**config.mk**
```make
export PLATFORM = sky130hd
export DESIGN_NAME = mc_bank
export DESIGN_NICKNAME = d
export VERILOG_FILES = /design/src/rtl/mc_pkg.sv /design/src/rtl/mc_dff.sv /design/src/rtl/mc_outsel.sv /design/src/rtl/mc_cell.sv /design/src/rtl/mc_bank.sv
export SDC_FILE = /design/constraint.sdc
export NUM_CORES = 1
export LEC_CHECK = 0
export BUFFER_PORTS_ARGS = -buffer_cell sky130_fd_sc_hd__buf_2
export CORE_ASPECT_RATIO = 1.5
export CORE_UTILIZATION = 43
export DETAILED_ROUTE_END_ITERATION = 10
export PLACE_DENSITY = 0.82
export RECOVER_POWER = 50
export SETUP_SLACK_MARGIN = 0.05
export SYNTH_ARGS = -nofsm -noshare
export SYNTH_HDL_FRONTEND = slang
export SYNTH_SLANG_ARGS = --single-unit
```
**constraint.sdc**
```tcl
create_clock -name clk -period 2.8 [get_ports clk]
set_input_delay 0.42 -clock clk [delete_from_list [all_inputs] [get_ports clk]]
set_output_delay 0.42 -clock clk [all_outputs]
set_load 0.005 [all_outputs]
```
**src/rtl/mc_pkg.sv**
```systemverilog
package mc_pkg;
  typedef struct packed {
    logic reg_en;    // 1 = registered path
    logic act_high;  // 1 = true polarity
  } cell_cfg_t;

  localparam int unsigned CFG_W = $bits(cell_cfg_t);
endpackage

```
**src/rtl/mc_dff.sv**
```systemverilog
module mc_dff (
  input  logic clk,
  input  logic rst,
  input  logic clr,
  input  logic pre,
  input  logic d,
  output logic q
);
  // Asynchronous clear has top priority, then power-up reset, then preset.
  always_ff @(posedge clk or posedge clr) begin
    if (clr)      q <= 1'b0;
    else if (rst) q <= 1'b0;
    else if (pre) q <= 1'b1;
    else          q <= d;
  end
endmodule

```
**src/rtl/mc_outsel.sv**
```systemverilog
module mc_outsel
  import mc_pkg::*;
(
  input  cell_cfg_t cfg,
  input  logic      sum,
  input  logic      q,
  input  logic      oe,
  input  logic      pad,
  output logic      dout,
  output logic      fb
);
  logic path_sel;

  // Type select: registered state or direct sum.
  assign path_sel = cfg.reg_en ? q : sum;
  // Polarity select.
  assign dout     = cfg.act_high ? path_sel : ~path_sel;
  // Feedback: register state, or the level present on the pad.
  assign fb       = cfg.reg_en ? q : (oe ? dout : pad);
endmodule

```
**src/rtl/mc_cell.sv**
```systemverilog
module mc_cell
  import mc_pkg::*;
(
  input  logic      clk,
  input  logic      rst,
  input  logic      clr,
  input  logic      pre,
  input  cell_cfg_t cfg,
  input  logic      sum,
  input  logic      oe,
  input  logic      pad,
  output logic      dout,
  output logic      den,
  output logic      fb
);
  logic q;

  mc_dff u_ff (
    .clk (clk),
    .rst (rst),
    .clr (clr),
    .pre (pre),
    .d   (sum),
    .q   (q)
  );

  mc_outsel u_sel (
    .cfg  (cfg),
    .sum  (sum),
    .q    (q),
    .oe   (oe),
    .pad  (pad),
    .dout (dout),
    .fb   (fb)
  );

  assign den = oe;
endmodule

```
**src/rtl/mc_bank.sv**
```systemverilog
module mc_bank
  import mc_pkg::*;
#(
  parameter int unsigned NCELL = 10
) (
  input  logic             clk,
  input  logic             rst,
  input  logic [NCELL-1:0] sum_in,
  input  logic [NCELL-1:0] oe_term,
  input  logic             preset_term,
  input  logic             clear_term,
  input  logic [NCELL-1:0] cfg_reg_en,
  input  logic [NCELL-1:0] cfg_act_high,
  input  logic [NCELL-1:0] pin_in,
  output logic [NCELL-1:0] pin_out,
  output logic [NCELL-1:0] pin_oe,
  output logic [NCELL-1:0] fb_out
);
  for (genvar i = 0; i < NCELL; i++) begin : g_cell
    cell_cfg_t cfg_i;
    assign cfg_i.reg_en   = cfg_reg_en[i];
    assign cfg_i.act_high = cfg_act_high[i];

    mc_cell u_cell (
      .clk  (clk),
      .rst  (rst),
      .clr  (clear_term),
      .pre  (preset_term),
      .cfg  (cfg_i),
      .sum  (sum_in[i]),
      .oe   (oe_term[i]),
      .pad  (pin_in[i]),
      .dout (pin_out[i]),
      .den  (pin_oe[i]),
      .fb   (fb_out[i])
    );
  end
endmodule

```
==> metrics.md, run 1 <==
| Metric | Value |
|---|---|
| Max reg flops | `10` |
| Synth top area share | `a little under a quarter` |
| Count leader, synth | `buf_4` |
| ANT cells | `0` |
| Met2 GRT Util | `between 30% and 40%` |
| Post-CTS Setup Repair Bufs | `0` |
| Pre-Repair DR Iteration Count | `3` |
| Slew HR | `68.5%` |
| CTS tree | `yes` |
| Die Footprint | `roughly 2800 um2` |
| CTS buffer count | `3` |
| Routing usage on met3 | `between 2 and 3%` |
| Layout cells sized above 1 | `about 43%` |
| Yosys cell types | `12` |
| Max_cap viols | `0` |
| PortBufs | `between 80 and 90` |
| DR iter-0 viols | `4` |
| First-pass GRT wire length | `~3400 um` |
| Fin util | `between 50% and 60%` |
| Starting Density | `between 40% and 50%` |
| Syn Nets | `187` |
| CP startpoint | `g_cell[7].u_cell.u_ff.q$_DFF_PP0_` |
| Pwr Density | `337 nW/um2` |
| Max VDD drop | `~0.26 mV` |
| Setup crit start kind | `flop` |
| Placer congestion estimate | `~0.66` |
| Most used routing layer in global routing | `met2` |
| Clock Tree Buf Depth | `2` |
| Post-synthesis cell area | `roughly 1100 um2` |
| Post-cts repair resize count | `0` |
| Sequential share of the synthesized area | `22.7%` |
| Core area | `2420 um2` |
| Critical Path AT | `roughly 1.1 ns` |
| Grt met1 use | `between 10% and 20%` |
| WHS | `0.128 ns` |
| Placement Setup Slack | `approximately 1.2 ns` |
| Post-synth EDFFs | `0` |
| Worst hold path type | `input pin to asynchronous set/reset pin` |
| Gate count after technology mapping | `approximately 130` |
| DR WL/cell | `roughly 9.7 um` |
| Reg clk slew, reported paths | `0.07 ns` |
| Clk root buf | `clkbuf_4` |
| # DRC | `0` |
| CP Data Required Time | `2.38 ns` |
| Biggest regs | `g_cell.u_cell.u_ff.q (10)` |
| WS Path Type | `flop to output port` |
| FFs w/ async S/R, synth | `100%` |
| Main synth FF type | `dfrtp_1` |
| Final nets | `around 240` |
| Clock sinks | `10` |
| #FFs+latches synth | `10` |
| Synthesized area per cell | `just over 8 um2` |
| DRT Wirelength | `2050 um` |
| CTS Hold Buffers Added | `0` |
| Crit path time final | `approximately 1.6 ns` |
| HPWL Detailed | `approximately 1800 um` |
| Worst Slack Setup Final | `between 1 and 1.5 ns` |
| Largest Register | `g_cell.u_cell.u_ff.q` |
| # rows | `22` |
| ANT nets after route | `0` |
| RSZ-0062 raised after global routing | `no` |
| Slew Viols, Final | `0` |
| Number of global-route vias before repair | `923` |
| TNS Setup | `0 ns` |
| Chip height | `roughly 64 um` |
| Final Hold Viols | `0` |
| Via-to-Cell Ratio | `4.78` |
| Area Overhead vs Synth | `21.8%` |
| Largest net degree at the start of global routing | `11` |
| Htree depth | `1` |
| Cell taking the most area after synthesis | `dfrtp_1` |
| Ports | `84` |
| GRT Overall Usage | `15.3%` |
| Ratio of final minimum period to clock period | `55.7%` |
| Total number of vias | `approximately 1000` |
| Synth top area cells | `dfrtp_1, buf_4, xor2_1, mux2i_1, or3b_1` |
| Critical Path Sink Type | `output port` |
| GR Overflow Total | `0` |
| Status | `finished clean` |
| LEAKAGE | `around 0.72 nW` |
| Most frequent cells after synthesis | `buf_4, nor2_1, xor2_1` |
| Yosys Warn Count | `0` |
| Fmax | `approximately 0.64 GHz` |
| Initial antenna violation count | `0` |
| Die extent in x | `about 43 um` |
| Endpoints failing setup | `0` |
| Tightest Pin Transition | `~0.47 ns` |
| CP Max Fanout | `2` |
[final cells by class]
type	count	area, um2
flip-flops and latches	10	250
fillers	249	1080
well taps	24	30.0
inverters	1	3.75
clock buffers	4	36.3
multi-input cells	90	613
repair buffers	83	408
[final timing paths]
check | end | slack, ns | cells past startpoint
setup / recovery | pin_out[7] | 1.24 | 3
hold / removal | g_cell[7].u_cell.u_ff.q$_DFF_PP0_ | 0.13 | 2
max in group asynchronous | g_cell[9].u_cell.u_ff.q$_DFF_PP0_ | 2.40 | 2
min in group clk | g_cell[1].u_cell.u_ff.q$_DFF_PP0_ | 0.41 | 3
[worst max-delay path, stage by stage, from the launching register on]
cell and delay, ns:
dfrtp_1 0.38, mux2i_1 0.18, xor2_1 0.18, buf_2 0.14
[logic make-up (layout without fill, tap and decap cells)]
kind of cell / Yosys count / after routing / synth area share, %
AO/OA/AOI/OAI: 10 / 10 / 6.82
XOR/XNOR: 20 / 20 / 15.9
buffers and inverters: 33 / 88 / 21.6
flip-flops: 10 / 10 / 22.7
multiplexers: 10 / 10 / 9.09
AND/OR/NAND/NOR: 50 / 50 / 23.9
[report_power, final]
group          switching [mW]  leakage [nW]  internal, mW
sequential            0.00481         0.123         0.154
combinational          0.0764         0.581        0.0905
clock                  0.0478        0.0210        0.0788
[routing by layer]
metal | vias up | share of wire, %
met5 | - | 0
met1 | 453 | 35
met4 | 0 | 0.68
met3 | 2 | 6.7
li1 | 519 | -
met2 | 39 | 57
[stage by stage]
step / power, mW / instances / cell area (um2)
final: 0.452 / 212 / 1340
after global routing: 0.485 / 212 / 1340
after CTS: 0.462 / 212 / 1350
after detailed placement: 0.332 / 208 / 1310
after global placement: 0.329 / 208 / 1310
after floorplan: 0.290 / 133 / 1100
[cells in the final DEF, fill, tap and decap left out, drive strengths merged]
| cell type | instances |
|---|---|
| nor2 | 20 |
| inv | 1 |
| dfrtp | 10 |
| xor2 | 20 |
| or3b | 10 |
| buf | 77 |
| nand2 | 10 |
| o211ai | 10 |
| nand2b | 10 |
| mux2i | 10 |
| clkbuf | 10 |
No activity file was read; power rests on OpenSTA's default activity.
==> run 2, diff against run 1 <==
Settings changed: ABC_AREA from default to 1, CORE_UTILIZATION 43 to 40, PLACE_DENSITY 0.82 to 0.76.
Clock period 2.8 ns to 1.49 ns, I/O delays scaled along.
==> metrics.md, run 2 <==
| Metric | Value |
|---|---|
| Biggest regs | `g_cell.u_cell.u_ff.q (10)` |
| Post-synth EDFFs | `0 (unchanged)` |
| CP Data Required Time | `1.27 ns (-1.11 ns)` |
| Syn Nets | `247 (+32%)` |
| Most frequent cells after synthesis | `nand2_1, nor2_1, buf_4` |
| Post-route non-filler standard cell count | `285 (+34%)` |
| Max_cap viols | `0 (unchanged)` |
| Number of global-route vias before repair | `986 (+6.8%)` |
| Yosys cell types | `9 (-3)` |
| Placement Setup Slack | `0.402 ns (-0.833 ns)` |
| Reg clk slew, reported paths | `0.04 ns (-0.03 ns)` |
| First-pass GRT wire length | `3370 um (+0.21%)` |
| Post-cts repair resize count | `0 (unchanged)` |
| #FFs+latches synth | `10 (unchanged)` |
| Worst Slack Setup Final | `0.167 ns (-1.07 ns)` |
| Main synth FF type | `dfrtp_1` |
| Pre-Repair DR Iteration Count | `4 (+1)` |
| Largest Register | `g_cell.u_cell.u_ff.q` |
| FFs w/ async S/R, synth | `100% (unchanged)` |
| Initial antenna violation count | `0 (unchanged)` |
| Placer congestion estimate | `0.671 (+1.0%)` |
| Synth top area share | `22.7% (-0.026 points)` |
| CP Max Fanout | `3 (+1)` |
| Synthesized area per cell | `5.71 um2 (-31%)` |
| TNS Setup | `0 ns (unchanged)` |
| Count leader, synth | `nand2_1` |
| Ratio of final minimum period to clock period | `between 80 and 90%` |
| Worst hold path type | `input pin to flop` |
| WS Path Type | `flop to output port` |
| Pwr Density | `639 nW/um2 (+90%)` |
| Max reg flops | `10 (unchanged)` |
| Setup crit start kind | `flop` |
| Starting Density | `41.6% (-3.8 points)` |
| Die extent in x | `44.9 um (+3.6%)` |
| GRT Overall Usage | `14.8% (-0.51 points)` |
| DR iter-0 viols | `18 (+14)` |
| Via-to-Cell Ratio | `4.28 (-10%)` |
| Total number of vias | `1221 (+21%)` |
| Fin util | `51.6% (-3.8 points)` |
| Yosys Warn Count | `0 (unchanged)` |
| Synth top area cells | `dfrtp_1, buf_4, nand2_1, nor2_1, nand3_1` |
| Status | `finished clean` |
| Hold Crit Depth | `3` |
| Largest net degree at the start of global routing | `11 (unchanged)` |
| Slew HR | `68.4% (-0.13 points)` |
| DR WL/cell | `7.56 um (-22%)` |
| Core area | `2650 um2 (+9.3%)` |
| Die Footprint | `2970 um2 (+7.3%)` |
| DRT Wirelength | `2150 um (+5.2%)` |
| Fmax | `0.756 GHz` |
| CTS buffer count | `3 (unchanged)` |
| ANT cells | `0 (unchanged)` |
| Max VDD drop | `0.352 mV (+35%)` |
| # DRC | `0 (unchanged)` |
| Filler cells | `306 (+23%)` |
| Sw Pwr | `257 uW (+99%)` |
| Min-delay src | `sum_in[4]` |
| Int Pwr | `616 uW (+91%)` |
| Clock power frac | `30.4% (+2.4 points)` |
| ANT nets after route | `0 (unchanged)` |
| Placed insts | `281 (+35%)` |
| RSZ-0062 raised after global routing | `no` |
| Layout cells sized above 1 | `34.3% (-8.8 points)` |
| Ports | `84 (unchanged)` |
| Critical Path Sink Type | `output port` |
| Most frequent cells in the layout | `buf_2, nand2_1, nor2_1` |
| Tightest Pin Transition | `0.475 ns (+0.00198 ns)` |
| Area Overhead vs Synth | `24.0%` |
| Hold path endpoint | `g_cell[4].u_cell.u_ff.q$_DFF_PP0_` |
| Sequential share of the synthesized area | `22.7% (-0.026 points)` |
| # rows | `23 (+4.5%)` |
| Crit path time final | `between 1 and 1.5 ns` |
| HPWL Detailed | `1850 um (+4.9%)` |
| Reg power frac | `33.7% (-1.3 points)` |
| Htree depth | `1 (unchanged)` |
| Chip height | `66.3 um (+3.6%)` |
| Post-synthesis cell area | `1100 um2 (+0.11%)` |
| LEAKAGE | `0.906 nW (+25%)` |
| GR Overflow Total | `0 (unchanged)` |
| Clock Tree Buf Depth | `2 (unchanged)` |
| Clock sinks | `10 (unchanged)` |
| Final Hold Viols | `0 (unchanged)` |
| Critical Path AT | `1.10 ns (-0.04 ns)` |
| Cell taking the most area after synthesis | `dfrtp_1` |
| PortBufs | `83 (unchanged)` |
| Final nets | `304 (+25%)` |
| Endpoints failing setup | `0 (unchanged)` |
| Slew Viols, Final | `0 (unchanged)` |
| Most common cell after layout, fill and taps aside | `buf_2` |
| Clk root buf | `clkbuf_8` |
| Logic pwr share | `35.9% (-1.0 points)` |
| CTS tree | `yes` |
| Gate count after technology mapping | `193 (+45%)` |
| Sw Share | `29.4% (+0.85 points)` |
==> run 2: how the worst max path moves through the flow <==
stage,slack (ns),start,to
floorplan,0.47,g_cell[0].u_cell.u_ff.q$_DFF_PP0_,fb_out[0]
global placement,0.42,cfg_reg_en[6],fb_out[6]
detailed placement,0.40,g_cell[7].u_cell.u_ff.q$_DFF_PP0_,fb_out[7]
CTS,0.15,g_cell[7].u_cell.u_ff.q$_DFF_PP0_,fb_out[7]
global route,0.06,g_cell[4].u_cell.u_ff.q$_DFF_PP0_,fb_out[4]
finish,0.17,g_cell[7].u_cell.u_ff.q$_DFF_PP0_,fb_out[7]
==> run 2: logic make-up (layout without fill, tap and decap cells) <==
| group | after synthesis | count (layout) | synth area share, % |
|---|---|---|---|
| simple gates | 130 | 130 | 48.8 |
| buf+inv | 53 | 108 | 28.5 |
| flops | 10 | 10 | 22.7 |
==> run 2: critical path: stages (launching register included) <==
cell and delay [ns]:
dfrtp_1 0.36, nand2_1 0.10, nand2_1 0.06, nand2_1 0.07, nand3_1 0.06, nand2_1 0.06, nand2_1 0.04, buf_2 0.12
==> run 2: layout make-up <==
type	count	area, um2	share of cell area [%]
clock buffer	3	41.3	3.02
tap	37	46.3	3.39
multi-input combinational	130	538	39.4
sequential	10	250	18.3
timing repair buffer	84	412	30.1
inverter	21	78.8	5.77
==> run 2: metrics by stage <==
step | total power [mW] | hold slack, ns | area [um2]
after detailed placement | 0.619 | 0.228 | 1330
after CTS | 0.898 | 0.232 | 1380
final | 0.873 | 0.238 | 1370
after global routing | 0.946 | 0.251 | 1370
after floorplan | 0.543 | 0.0637 | 1100
after global placement | 0.614 | 0.227 | 1330
==> run 2: per-layer routing <==
layer  wire, um  GRT usage (%)  share of wire [%]  vias up
li1           -              -                  -      661
met1        863           15.1                 40      517
met2       1150           28.5                 54       41
met3        126           2.19                5.8        2
met4         10           5.68               0.46        0
met5          0              0                  0        -
==> run 2: repair_timing <==
item | CTS | global route
hold endpoints to repair | 10 | 0
buffers inserted | 0 | 0
hold buffers | 1 | 0
==> run 2: power groups by stage <==
stage | Combinational [mW] | Clock, mW | Sequential, mW
after global routing | 0.362 | 0.289 | 0.295
after CTS | 0.324 | 0.280 | 0.294
after detailed placement | 0.320 | 0 | 0.298
after global placement | 0.316 | 0 | 0.298
after floorplan | 0.247 | 0 | 0.297
final | 0.313 | 0.265 | 0.294
==> run 3, diff against run 2 <==
Settings changed: CORE_ASPECT_RATIO 1.5 to 0.8.
==> metrics.md, run 3 (same netlist as run 2, synthesis figures left out) <==
| Metric | Value |
|---|---|
| Status | `finished clean` |
| Ports | `84 (unchanged)` |
| Setup crit start kind | `flop` |
| CTS buffer count | `3 (unchanged)` |
| Die Footprint | `2970 um2 (about the same)` |
| ANT cells | `0 (unchanged)` |
| Endpoints failing setup | `0 (unchanged)` |
| WS Path Type | `flop to output port` |
| Clock Tree Buf Depth | `2 (unchanged)` |
| Htree depth | `1 (unchanged)` |
| Pre-Repair DR Iteration Count | `4 (unchanged)` |
| Largest net degree at the start of global routing | `11 (unchanged)` |
| Crit path time final | `1.38 ns (+0.0549 ns)` |
| Number of global-route vias before repair | `950 (-3.7%)` |
| Most frequent cells in the layout | `buf_2, nand2_1, nor2_1` |
| Biggest regs | `g_cell.u_cell.u_ff.q (10)` |
| Critical Path Sink Type | `output port` |
| Max VDD drop | `0.321 mV (-9.0%)` |
| Chip height | `49.0 um (-26%)` |
| Placer congestion estimate | `0.688 (+2.5%)` |
| Placed inst area | `1330 um2 (about the same)` |
| Slew Viols, Final | `0 (unchanged)` |
| CTS tree | `yes` |
| Clk root buf | `clkbuf_4` |
| ANT nets after route | `0 (unchanged)` |
| Total number of vias | `1225 (+0.33%)` |
| Max reg flops | `10 (unchanged)` |
| Fmax | `0.726 GHz (-4.0%)` |
| Tightest Pin Transition | `0.467 ns (-0.00766 ns)` |
| TNS Setup | `0 ns (unchanged)` |
| Ratio of final minimum period to clock period | `92.5% (+3.7 points)` |
| DR WL/cell | `8.05 um (+6.5%)` |
| Clock sinks | `10 (unchanged)` |
| Starting Density | `43.7% (+2.1 points)` |
| Critical Path AT | `1.15 ns (+0.05 ns)` |
| First-pass GRT wire length | `3690 um (+9.6%)` |
| PortBufs | `83 (unchanged)` |
| Area Overhead vs Synth | `28.0%` |
| Worst hold path type | `input pin to flop` |
| Final nets | `306 (+0.66%)` |
| Max_cap viols | `0 (unchanged)` |
| # rows | `16 (-30%)` |
| DR iter-0 viols | `19 (+1)` |
| HPWL Detailed | `1820 um (-1.3%)` |
| Via-to-Cell Ratio | `4.28 (about the same)` |
| Initial antenna violation count | `0 (unchanged)` |
| Worst Slack Setup Final | `0.112 ns (-0.0549 ns)` |
| Fin util | `56.0% (+4.3 points)` |
| RSZ-0062 raised after global routing | `yes` |
| Design area | `1410 um2 (+3.3%)` |
| Final Hold Viols | `0 (unchanged)` |
| Core area | `2520 um2 (-4.7%)` |
| CP Max Fanout | `3 (unchanged)` |
| CP Data Required Time | `1.27 ns (about the same)` |
| GRT Overall Usage | `15.8% (+1.0 points)` |
| Most common cell after layout, fill and taps aside | `buf_2` |
| # DRC | `0 (unchanged)` |
| Placement Setup Slack | `0.411 ns (+0.00869 ns)` |
| Largest Register | `g_cell.u_cell.u_ff.q` |
| LEAKAGE | `0.921 nW (+1.6%)` |
| Pwr Density | `571 nW/um2 (-11%)` |
| Slew HR | `68.9% (+0.51 points)` |
| Layout cells sized above 1 | `41.2% (+6.9 points)` |
| Reg clk slew, reported paths | `0.07 ns (+0.03 ns)` |
| DRT Wirelength | `2300 um (+6.9%)` |
| GR Overflow Total | `0 (unchanged)` |
| WHS | `0.203 ns (-0.0350 ns)` |
| Die extent in x | `60.7 um (+35%)` |
-- run 3: cell types whose count changed in the layout (fill, tap and decap cells not counted) --
cell,previous run,this run
clkbuf_8,3,0
clkbuf_4,0,3
buf_4,0,2
nand2_1,60,48
nand3_1,20,16
nand3_2,0,4
nand2_2,10,22
-- run 3: where the power goes --
part | leakage, nW | switching (mW) | internal (mW)
clock network | 0.0138 | 0.0841 | 0.0927
registers | 0.123 | 0.00689 | 0.289
logic | 0.784 | 0.174 | 0.160
-- run 3: routing by layer --
metal  global-route usage (%)  wire (um)  up-vias
met5                        0          0        -
met4                     1.14          0        0
li1                         -          -      665
met2                     25.5       1040       45
met3                     6.10        181        0
met1                     20.9       1090      515
-- run 3: final cells by class --
class                      count  area, um2
clock buffer                   3       22.5
fill                         284       1110
sequential                    10        250
tap                           36       45.0
inverter                      21       78.8
multi-input combinational    130        588
timing repair buffer          86        427
-- run 3: worst max-delay path, stage by stage, from the launching register on --
cell	delay (ns)
dfrtp_1	0.38
nand2_2	0.08
nand2_1	0.05
nand2_1	0.08
nand3_2	0.06
nand2_1	0.07
nand2_1	0.06
buf_2	0.12
-- run 3: stage by stage --
stage / std cells / power, mW
after detailed placement: 280 / 0.618
after CTS: 284 / 0.800
after global placement: 280 / 0.614
after global routing: 286 / 0.888
final: 286 / 0.806
after floorplan: 193 / 0.543
-- run 3: what timing repair did --
action	in CTS	in global routing
endpoints found under the hold margin	10	0
buffers inserted	0	2
endpoints found under the setup margin	0	8
hold buffers	1	0
gates resized for setup	0	16
-- run 3: worst paths after layout --
kind                                                     end  depth (start not counted)                              start
max                                                fb_out[8]                          7  g_cell[8].u_cell.u_ff.q$_DFF_PP0_
min                        g_cell[8].u_cell.u_ff.q$_DFF_PP0_                          3                          sum_in[8]
max in group asynchronous  g_cell[3].u_cell.u_ff.q$_DFF_PP0_                          3                         clear_term
min in group asynchronous  g_cell[0].u_cell.u_ff.q$_DFF_PP0_                          3                         clear_term
